File: config.mk
export PLATFORM = sky130hd
export DESIGN_NAME = status_guard
export DESIGN_NICKNAME = d
export VERILOG_FILES = /design/src/rtl/status_guard_pkg.sv /design/src/rtl/sg_access_gate.sv /design/src/rtl/sg_latches.sv /design/src/rtl/sg_alarm_bank.sv /design/src/rtl/status_guard.sv
export SDC_FILE = /design/constraint.sdc
export NUM_CORES = 1
export LEC_CHECK = 0
export ABC_AREA = 0
export BUFFER_PORTS_ARGS = -buffer_cell sky130_fd_sc_hd__buf_2
export CAP_MARGIN = 30
export CORE_MARGIN = 2
export CORE_UTILIZATION = 33
export CTS_CLUSTER_DIAMETER = 30
export CTS_CLUSTER_SIZE = 30
export DETAILED_ROUTE_END_ITERATION = 8
export PLACE_DENSITY = 0.73
export SLEW_MARGIN = 20
export SYNTH_ARGS = -nofsm -noshare
export SYNTH_HDL_FRONTEND = slang
export SYNTH_SLANG_ARGS = --single-unit
File: constraint.sdc
create_clock -name clk -period 1.5 [get_ports clk]
set_input_delay 0.15 -clock clk [delete_from_list [all_inputs] [get_ports clk]]
set_output_delay 0.15 -clock clk [all_outputs]
set_load 0.01 [all_outputs]
File: src/rtl/status_guard_pkg.sv
package status_guard_pkg;
  localparam int DW        = 8;
  localparam int NUM_ALM   = 2;
  localparam int B_BACKUP  = 7;
  localparam int B_ALM1    = 6;
  localparam int B_ALM0    = 5;
  localparam int B_CTL     = 2;
  localparam int B_WE      = 1;
  localparam int B_PFAIL   = 0;
  localparam logic [DW-1:0] MASK_WE   = DW'(1) << B_WE;
  localparam logic [DW-1:0] MASK_BOTH = (DW'(1) << B_WE) | (DW'(1) << B_CTL);

  typedef enum logic [1:0] {PAT_OTHER, PAT_WE_ON, PAT_BOTH_ON, PAT_CLEAR} wpat_e;
  typedef enum logic [1:0] {AK_STATUS, AK_CTRL, AK_ARRAY} akind_e;

  // Classify a whole byte written to the status address.
  function automatic wpat_e decode_pat(input logic [DW-1:0] d);
    if (d == '0)             return PAT_CLEAR;
    else if (d == MASK_WE)   return PAT_WE_ON;
    else if (d == MASK_BOTH) return PAT_BOTH_ON;
    else                     return PAT_OTHER;
  endfunction

  // Next value of a flag vector: a closing read drops the snapshotted
  // bits, and a fresh hit always wins.
  function automatic logic [NUM_ALM-1:0] alarm_next(
      input logic [NUM_ALM-1:0] flags,
      input logic [NUM_ALM-1:0] snap,
      input logic [NUM_ALM-1:0] hit,
      input logic               close_rd);
    logic [NUM_ALM-1:0] kept;
    kept = close_rd ? (flags & ~snap) : flags;
    return kept | hit;
  endfunction

  function automatic logic [DW-1:0] pack_status(
      input logic               backup,
      input logic [NUM_ALM-1:0] alm,
      input logic               ctl,
      input logic               we,
      input logic               pfail);
    logic [DW-1:0] v;
    v = '0;
    v[B_BACKUP] = backup;
    v[B_ALM1]   = alm[1];
    v[B_ALM0]   = alm[0];
    v[B_CTL]    = ctl;
    v[B_WE]     = we;
    v[B_PFAIL]  = pfail;
    return v;
  endfunction
endpackage

File: src/rtl/sg_access_gate.sv
module sg_access_gate
  import status_guard_pkg::*;
#(
  parameter int          ADDR_W    = 12,
  parameter logic [11:0] STAT_ADDR = 12'h03F,
  parameter logic [11:0] ARRAY_LO  = 12'h040
) (
  input  logic [ADDR_W-1:0] addr,
  input  logic              wr,
  input  logic              we_q,
  input  logic              ctl_q,
  output logic              stat_wr,
  output logic              ctl_wr_ok,
  output logic              ack,
  output logic              nv_go
);
  localparam logic [ADDR_W-1:0] A_STAT  = ADDR_W'(STAT_ADDR);
  localparam logic [ADDR_W-1:0] A_ARRAY = ADDR_W'(ARRAY_LO);

  function automatic akind_e classify(input logic [ADDR_W-1:0] a);
    if (a == A_STAT)       return AK_STATUS;
    else if (a >= A_ARRAY) return AK_ARRAY;
    else                   return AK_CTRL;
  endfunction

  akind_e kind;
  logic   permit;

  always_comb begin
    kind = classify(addr);
    unique case (kind)
      AK_STATUS: permit = 1'b1;
      AK_ARRAY:  permit = we_q;
      default:   permit = we_q & ctl_q;
    endcase
  end

  assign stat_wr   = wr & (kind == AK_STATUS);
  assign ack       = wr & permit;
  assign nv_go     = ack & (kind != AK_STATUS);
  assign ctl_wr_ok = ack & (kind == AK_CTRL);
endmodule

File: src/rtl/sg_latches.sv
module sg_latches
  import status_guard_pkg::*;
(
  input  logic          clk,
  input  logic          rst_n,
  input  logic          stat_wr,
  input  logic [DW-1:0] wdata,
  input  logic          nv_done,
  input  logic          ctl_wr_ok,
  output logic          we_q,
  output logic          ctl_q,
  output logic          pfail_q
);
  wpat_e pat;
  logic  we_set, we_clr, ctl_set, ctl_clr;

  assign pat     = decode_pat(wdata);
  assign we_set  = stat_wr & (pat == PAT_WE_ON);
  assign we_clr  = stat_wr & (pat == PAT_CLEAR);
  assign ctl_set = stat_wr & (pat == PAT_BOTH_ON) & we_q;
  assign ctl_clr = we_clr | nv_done;

  always_ff @(posedge clk or negedge rst_n) begin
    if (!rst_n) begin
      we_q    <= 1'b0;
      ctl_q   <= 1'b0;
      pfail_q <= 1'b1;
    end else begin
      if (we_clr)      we_q <= 1'b0;
      else if (we_set) we_q <= 1'b1;
      if (ctl_clr)      ctl_q <= 1'b0;
      else if (ctl_set) ctl_q <= 1'b1;
      if (ctl_wr_ok) pfail_q <= 1'b0;
    end
  end
endmodule

File: src/rtl/sg_alarm_bank.sv
module sg_alarm_bank
  import status_guard_pkg::*;
(
  input  logic               clk,
  input  logic               rst_n,
  input  logic               open_rd,
  input  logic               close_rd,
  input  logic [NUM_ALM-1:0] hit,
  output logic [NUM_ALM-1:0] flags_q
);
  logic               rd_live;
  logic [NUM_ALM-1:0] snap_q;
  logic               close_live;

  assign close_live = close_rd & rd_live;

  always_ff @(posedge clk or negedge rst_n) begin
    if (!rst_n)        rd_live <= 1'b0;
    else if (open_rd)  rd_live <= 1'b1;
    else if (close_rd) rd_live <= 1'b0;
  end

  for (genvar i = 0; i < NUM_ALM; i++) begin : g_alm
    always_ff @(posedge clk or negedge rst_n) begin
      if (!rst_n) begin
        snap_q[i]  <= 1'b0;
        flags_q[i] <= 1'b0;
      end else begin
        if (open_rd) snap_q[i] <= flags_q[i];
        flags_q[i] <= alarm_next(flags_q, snap_q, hit, close_live)[i];
      end
    end
  end
endmodule

File: src/rtl/status_guard.sv
module status_guard
  import status_guard_pkg::*;
#(
  parameter int          ADDR_W    = 12,
  parameter logic [11:0] STAT_ADDR = 12'h03F,
  parameter logic [11:0] ARRAY_LO  = 12'h040
) (
  input  logic               clk,
  input  logic               rst_n,
  input  logic [ADDR_W-1:0]  reg_addr,
  input  logic               reg_wr,
  input  logic [DW-1:0]      reg_wdata,
  input  logic               rd_start,
  input  logic               rd_end,
  input  logic [NUM_ALM-1:0] alarm_hit,
  input  logic               on_backup,
  input  logic               nv_done,
  output logic [DW-1:0]      stat_q,
  output logic               wr_ack,
  output logic               nv_start,
  output logic               we_open,
  output logic               ctl_open
);
  logic               stat_wr, ctl_wr_ok;
  logic               we_q, ctl_q, pfail_q, backup_q, stat_rd_open;
  logic [NUM_ALM-1:0] alm_q;

  assign stat_rd_open = rd_start & (reg_addr == ADDR_W'(STAT_ADDR));

  sg_access_gate #(.ADDR_W(ADDR_W), .STAT_ADDR(STAT_ADDR), .ARRAY_LO(ARRAY_LO)) u_gate (
    .addr(reg_addr), .wr(reg_wr), .we_q(we_q), .ctl_q(ctl_q),
    .stat_wr(stat_wr), .ctl_wr_ok(ctl_wr_ok), .ack(wr_ack), .nv_go(nv_start)
  );

  sg_latches u_latch (
    .clk(clk), .rst_n(rst_n), .stat_wr(stat_wr), .wdata(reg_wdata),
    .nv_done(nv_done), .ctl_wr_ok(ctl_wr_ok),
    .we_q(we_q), .ctl_q(ctl_q), .pfail_q(pfail_q)
  );

  sg_alarm_bank u_alm (
    .clk(clk), .rst_n(rst_n), .open_rd(stat_rd_open), .close_rd(rd_end),
    .hit(alarm_hit), .flags_q(alm_q)
  );

  always_ff @(posedge clk or negedge rst_n) begin
    if (!rst_n) backup_q <= 1'b0;
    else        backup_q <= on_backup;
  end

  assign stat_q   = pack_status(backup_q, alm_q, ctl_q, we_q, pfail_q);
  assign we_open  = we_q;
  assign ctl_open = we_q & ctl_q;
endmodule

Word-level counts from Yosys, hierarchy flattened
Cells that the tools add are included.
{"block": "word_totals", "input_bits": 29, "mem_count": 0, "output_inout_bits": 12, "ramBits": 0, "latchBits": 0, "rom_bits": 0, "ff_bits": 9}
{"block": "op_classes", "magnitude_cmp": 1, "bitwise_logic": 15, "eq_ne": 8, "add_sub_neg": 0, "n_shift": 0, "n_mux": 13, "n_reduce_logical": 6, "n_mul": 0, "div": 0}
{"operator": "equality test 12 x 6 -> 1 bit, second input constant", "n": 1}
{"operator": "greater-or-equal comparator 12 x 7 -> 1 bit, second input constant", "n": 1}
{"operator": "2-to-1 mux 2 bit", "n": 6}
{"operator": "bitwise AND 1 bit", "n": 11}
{"operator": "equality test 8 x 2 -> 1 bit, second input constant", "n": 1}
{"operator": "equality test 8 x 3 -> 1 bit, second input constant", "n": 1}
{"operator": "zero test 8 bit", "n": 1}
{"operator": "nonzero test 2 bit", "n": 4}
{"operator": "equality test 2 bit, second input constant", "n": 3}
{"operator": "2-to-1 mux 1 bit", "n": 6}
{"operator": "equality test 2 x 1 -> 1 bit, second input constant", "n": 2}
{"operator": "bitwise AND 2 bit", "n": 1}
{"operator": "zero test 2 bit", "n": 1}
{"operator": "inverter 2 bit", "n": 1}
{"operator": "OR 2 bit", "n": 1}
{"operator": "case mux 1 bit (2 select lines)", "n": 1}
{"operator": "OR 1 bit", "n": 1}

Longest topological paths before layout
{"block": "logic_depth", "ltp_word": 9, "ltp_mapped": 4}

Hierarchy
Synthesis repeated with hierarchy kept, for this count alone.
{"block": "unflattened", "hier_cells": 54, "area_unflattened_um2": 545.5}
{"mod": "sg_alarm_bank", "cells_each": 13, "instances": 1, "seq_area_each_um2": 125.1, "area_each_um2": 191.4}
{"mod": "sg_latches", "cells_each": 13, "instances": 1, "seq_area_each_um2": 76.3, "area_each_um2": 152.6}
{"mod": "status_guard", "cells_each": 14, "instances": 1, "seq_area_each_um2": 25.0, "area_each_um2": 120.1}
{"mod": "sg_access_gate", "cells_each": 14, "instances": 1, "seq_area_each_um2": 0.0, "area_each_um2": 81.3}

Least setup slack after synthesis
Ideal clock, no wire load.
{"block": "synth_path", "kind": "input -> register", "startpoint": "input port reg_addr[7]", "endpoint": "register u_latch.we_q", "t_arrival_ps": 1721, "setup_slack_ps": -346, "stages": 4, "required_time_ps": 1375, "setup_ps": 125, "cell_sequence": "or4_4 -> or4_4 -> nor3_1 -> mux2_2"}
{"block": "synth_between", "elab_chain_cells": 7, "elab_cells_between_ends": 10}
{"element": "start: declaration", "line": "status_guard.sv:10", "source": "input logic [ADDR_W-1:0] reg_addr,"}
{"element": "greater-or-equal comparator 12 x 7 -> 1 bit", "line": "sg_access_gate.sv:22", "source": "else if (a >= A_ARRAY) return AK_ARRAY;"}
{"element": "2-to-1 mux 2 bit", "line": "sg_access_gate.sv:22"}
{"element": "2-to-1 mux 2 bit (*)", "line": "sg_access_gate.sv:21", "source": "if (a == A_STAT) return AK_STATUS;"}
{"element": "zero test 2 bit (*)", "line": "sg_access_gate.sv:38", "source": "assign stat_wr = wr & (kind == AK_STATUS);"}
{"element": "bitwise AND 1 bit (*)", "line": "sg_access_gate.sv:38"}
{"element": "bitwise AND 1 bit, on equally long branches", "line": "sg_latches.sv:19, sg_latches.sv:18"}
{"element": "2-to-1 mux 1 bit or nonzero test 2 bit (tied branches)"}
{"element": "end signal: assignment", "line": "sg_latches.sv:25", "source": "we_q <= 1'b0;"}
{"element": "end signal: assignment", "line": "sg_latches.sv:29", "source": "if (we_clr) we_q <= 1'b0;"}
{"element": "end signal: assignment", "line": "sg_latches.sv:30", "source": "else if (we_set) we_q <= 1'b1;"}
{"element": "end: declaration", "line": "sg_latches.sv:10", "source": "output logic we_q,"}
Mark *: on every way between the ends. The rest lies on a longest branch, timed or not.
A chain may end at the register's enable or synchronous reset.

Final worst setup path
{"block": "layout_path", "startpoint": "input port reg_addr[7]", "endpoint": "output port wr_ack"}
{"block": "layout_between", "elab_chain_cells": 6, "elab_cells_between_ends": 8}
{"element": "greater-or-equal comparator 12 x 7 -> 1 bit", "line": "sg_access_gate.sv:22"}
{"element": "2-to-1 mux 2 bit", "line": "sg_access_gate.sv:22"}
{"element": "2-to-1 mux 2 bit (*)", "line": "sg_access_gate.sv:21"}
{"element": "equality test 2 bit or zero test 2 bit (tied branches)", "line": "sg_access_gate.sv:31", "source": "unique case (kind)"}
{"element": "case mux 1 bit (2 select lines) (*)", "line": "sg_access_gate.sv:31"}
{"element": "bitwise AND 1 bit (*)", "line": "sg_access_gate.sv:39", "source": "assign ack = wr & permit;"}
{"element": "end: declaration", "line": "status_guard.sv:19", "source": "output logic wr_ack,"}
Marks and branches as above.

==> metrics.md <==
| Metric | Value |
|---|---|
| P_int | `roughly 0.39 mW` |
| Max FO, Critical Path | `4` |
| Ys flop type | `dfrtp_1` |
| Critical Path Max Stage Delay | `between 0.5 and 0.6 ns` |
| Fraction of synthesized cell area in xor and xnor cells | `0%` |
| #FFs+latches synth | `9` |
| Buf+Inv Stages, Crit Path | `2` |
| Synth unique cells | `22` |
| Clock network power share | `36.3%` |
| Final nets | `121` |
| Clk pin slew, worst setup/hold paths | `0.05 ns` |
| Rows | `14` |
| Vias/cell | `between 4 and 5` |
| Synth Area in Compound Gates | `between 10 and 15%` |
| Reg-to-Reg Start | `u_latch.we_q` |
| Fillers | `150` |
| Arrival @ worst endpoint | `around 1.6 ns` |
| Violated checks | `setup timing` |
| Syn Area/Cell | `between 9 and 10 sq um` |
| Area share of the largest cell type after synthesis | `between 40% and 50%` |
| Post-route setup slack | `-0.230 ns` |
| Dpl hpwl | `about 940 microns` |
| Layout cell share with drive strength beyond 1 | `between 50% and 60%` |
| Initial core utilization | `34.3%` |
| Clk Latency, worst-skew pair | `~0.25 ns` |
| Top cells by area, synth | `dfrtp_1 (40%), buf_4 (9.0%), mux2_2 (6.8%), dfstp_2 (5.3%), o21ai_0 (5.0%)` |
| Starting DRT DRC Count | `21` |
| Sequential Power Share | `between 50 and 60%` |
| Gr ovfl total | `0` |
| Cell Area, Synth | `roughly 500 sq um` |
| Via count | `532` |
| Die Span Y | `roughly 43 microns` |
| Max-slew violation count | `0` |
| Final Hold Fails | `0` |
| Drt total wl | `around 1.1 mm` |
| Die X | `~43 microns` |
| R2R setup slack | `about 0.4 ns` |
| First-pass GRT wire length | `between 1.5 and 2 mm` |
| Total GRT Usage | `about an eighth` |
| CP Class | `in -> out` |
| Min-delay src | `nv_done` |
| Max IR drop VDD | `roughly 0.44 mV` |
| Crit Reg-Reg Endpoint | `u_latch.ctl_q` |
| H-tree level count | `1` |
| Final setup vio count | `3` |
| Largest family of logic cells by synthesized area | `simple AND/OR/NAND/NOR gates` |
| Net Sw Power | `approximately 0.10 mW` |
| Total power | `around 0.49 mW` |
| Pin count of the biggest net entering global routing | `10` |
| Detail Route Antenna Nets | `0` |
| Post-Synth Simple-Gate Area | `23.4%` |
| Syn Inst Count | `51` |
| CP delay by family, top | `simple AND/OR/NAND/NOR gates` |
| Ys async rst share | `100%` |
| Initial antenna violation count | `0` |
| Comb power frac | `a little over an eighth` |
| TNS Setup | `-0.540 ns` |
| Mux cell area share after synthesis | `roughly 6.8%` |
| Run status | `finished, violations left` |
| Core Region | `~1500 sq um` |
| Post-synth EDFFs | `0` |
| CTS tree | `yes` |
| N_diodes | `0` |
| CP max-delay cell | `or4_4` |
| Worst r2r path cells | `3` |
| I/O pin count | `slightly above 40` |
| Synth Area in Adders | `0%` |
| RSZ-0062 raised after global routing | `true` |
| Max Root-Sink Buffers | `2` |
| Switching part of the total power | `about a fifth` |
| CTS Root Cell | `clkbuf_4` |
| Sink Count | `9` |
| WL/cell | `a little over 10 microns` |
| Most common cell on crit path | `or4_4` |
| Area growth syn-to-layout | `49.0%` |
| YS warnings | `0` |
| Leakage Power | `around 0.36 nW` |
| Cts bufs inserted | `3` |
| Area leader, netlist | `dfrtp_1` |
| Worst EP required | `between 1 and 1.5 ns` |
| Tcrit/Tclk final | `115%` |
| Multi-input logic area | `235 sq um` |
| 1st-pass router iterations | `4` |
| Sequential element share of the synthesized area | `a little under half` |
| Area occupied by registers | `approximately 230 sq um` |
| # DRC | `0` |
| Die Area | `around 1800 sq um` |
| P per Cell Area | `roughly 660 nW/um^2` |
| Max cap viols | `0` |
| Crit end category | `primary output` |
| Hold Path End | `u_latch.ctl_q` |
| Min Tclk post-route | `1.73 ns` |
| Placer congestion estimate | `0.721` |
| Worst-path cell chain | `buf_6, or4_4, or4_4, a21boi_2, buf_2` |
| I/O Buffers | `38` |
| Critical Path Source Type | `input port` |
| Fmax | `0.578 GHz` |
| Hold WC Path Type | `in -> reg` |
| Vias in the first global route | `between 400 and 500` |
| Cells on Worst Hold Path | `2` |
| Clk_skew | `0.00130 ns` |
[state kept, by name (all words and copies together), names as in the netlist]
name             count
backup_q             1
u_alm.flags_q        2
u_alm.rd_live        1
u_alm.snap_q         2
u_latch.ctl_q        1
u_latch.pfail_q      1
u_latch.we_q         1
[cells in the final DEF, fill, tap and decap left out]
cell	n
buf_2	36
dfrtp_1	8
nand2_1	5
o21ai_0	5
nand3_1	3
mux2_2	3
clkbuf_4	3
a21o_1	2
or4_4	2
nor4_1	2
a31oi_1	2
conb_1	2
dlygate4sd3_1	2
buf_6	2
and2_1	1
or2_2	1
nand4_1	1
nor2_1	1
a21boi_2	1
o31a_1	1
nor4b_1	1
nor3_1	1
or3_1	1
nor3_2	1
inv_1	1
clkbuf_1	1
buf_4	1
dfstp_2	1
[per-stage QoR]
step	area, sq um	setup WS [ns]	instances	utilization, %	hold WS, ns
2_1_floorplan	507	-0.319	52	-	-0.146
3_3_place_gp	672	-0.458	100	46.2	0.00861
3_5_place_dp	672	-0.476	100	46.2	0.00642
4_1_cts	724	-0.248	106	49.8	0.0413
5_1_grt	742	-0.309	107	51.0	0.0549
6_report	742	-0.230	107	51.0	0.0542
[cells by family after synthesis]
logic type | after synthesis
compound gates | 11
buf+inv | 7
flops | 9
mux | 3
other cells | 1
simple gates | 20
[Yosys cell counts (2+ instances only)]
| master | instances |
|---|---|
| a31oi_1 | 2 |
| o21ai_0 | 5 |
| nor4_1 | 2 |
| dfrtp_1 | 8 |
| nand2_1 | 5 |
| mux2_2 | 3 |
| or4_4 | 2 |
| nand3_1 | 3 |
| a21o_1 | 2 |
| nor3_1 | 2 |
| buf_4 | 6 |
[power groups by stage]
stage,Sequential [mW],Combinational (mW),Clock (mW)
2_1_floorplan,0.250,0.0175,0
3_3_place_gp,0.249,0.0565,0
3_5_place_dp,0.250,0.0580,0
4_1_cts,0.245,0.0638,0.183
5_1_grt,0.245,0.0749,0.196
6_report,0.245,0.0666,0.178
[layer usage]
layer / GRT usage [%] / wire length (microns) / vias to the layer above
met5: 0 / 0 / -
met4: 3.75 / 0 / 0
met3: 5.96 / 86 / 0
met2: 21.5 / 572 / 21
met1: 13.6 / 441 / 249
li1: - / - / 262
[layout make-up]
cell class                      instances  area share [%]
Clock buffer                            4            3.54
Inverter                                1           0.506
Multi-Input combinational cell         36            31.7
Sequential cell                         9            30.5
Tap cell                               16            2.70
Timing Repair Buffer                   41            31.0
[how the worst max path moves through the flow]
stage / from / to / slack [ns] / cells after the start
floorplan: reg_addr[7] / u_latch.we_q / -0.32 / 4
global placement: reg_addr[7] / u_latch.we_q / -0.46 / 5
detailed placement: reg_addr[7] / u_latch.we_q / -0.48 / 5
CTS: reg_addr[7] / wr_ack / -0.25 / 5
global route: reg_addr[7] / wr_ack / -0.31 / 5
finish: reg_addr[7] / wr_ack / -0.23 / 5
[timing repair]
item	in CTS	in global routing
pin swaps	2	2
hold endpoints to repair	10	0
buffers inserted	0	1
hold buffers	2	0
endpoints found under the setup margin	3	3
gates resized for setup	2	2
Note: power is estimated with default switching activity, not from simulation.
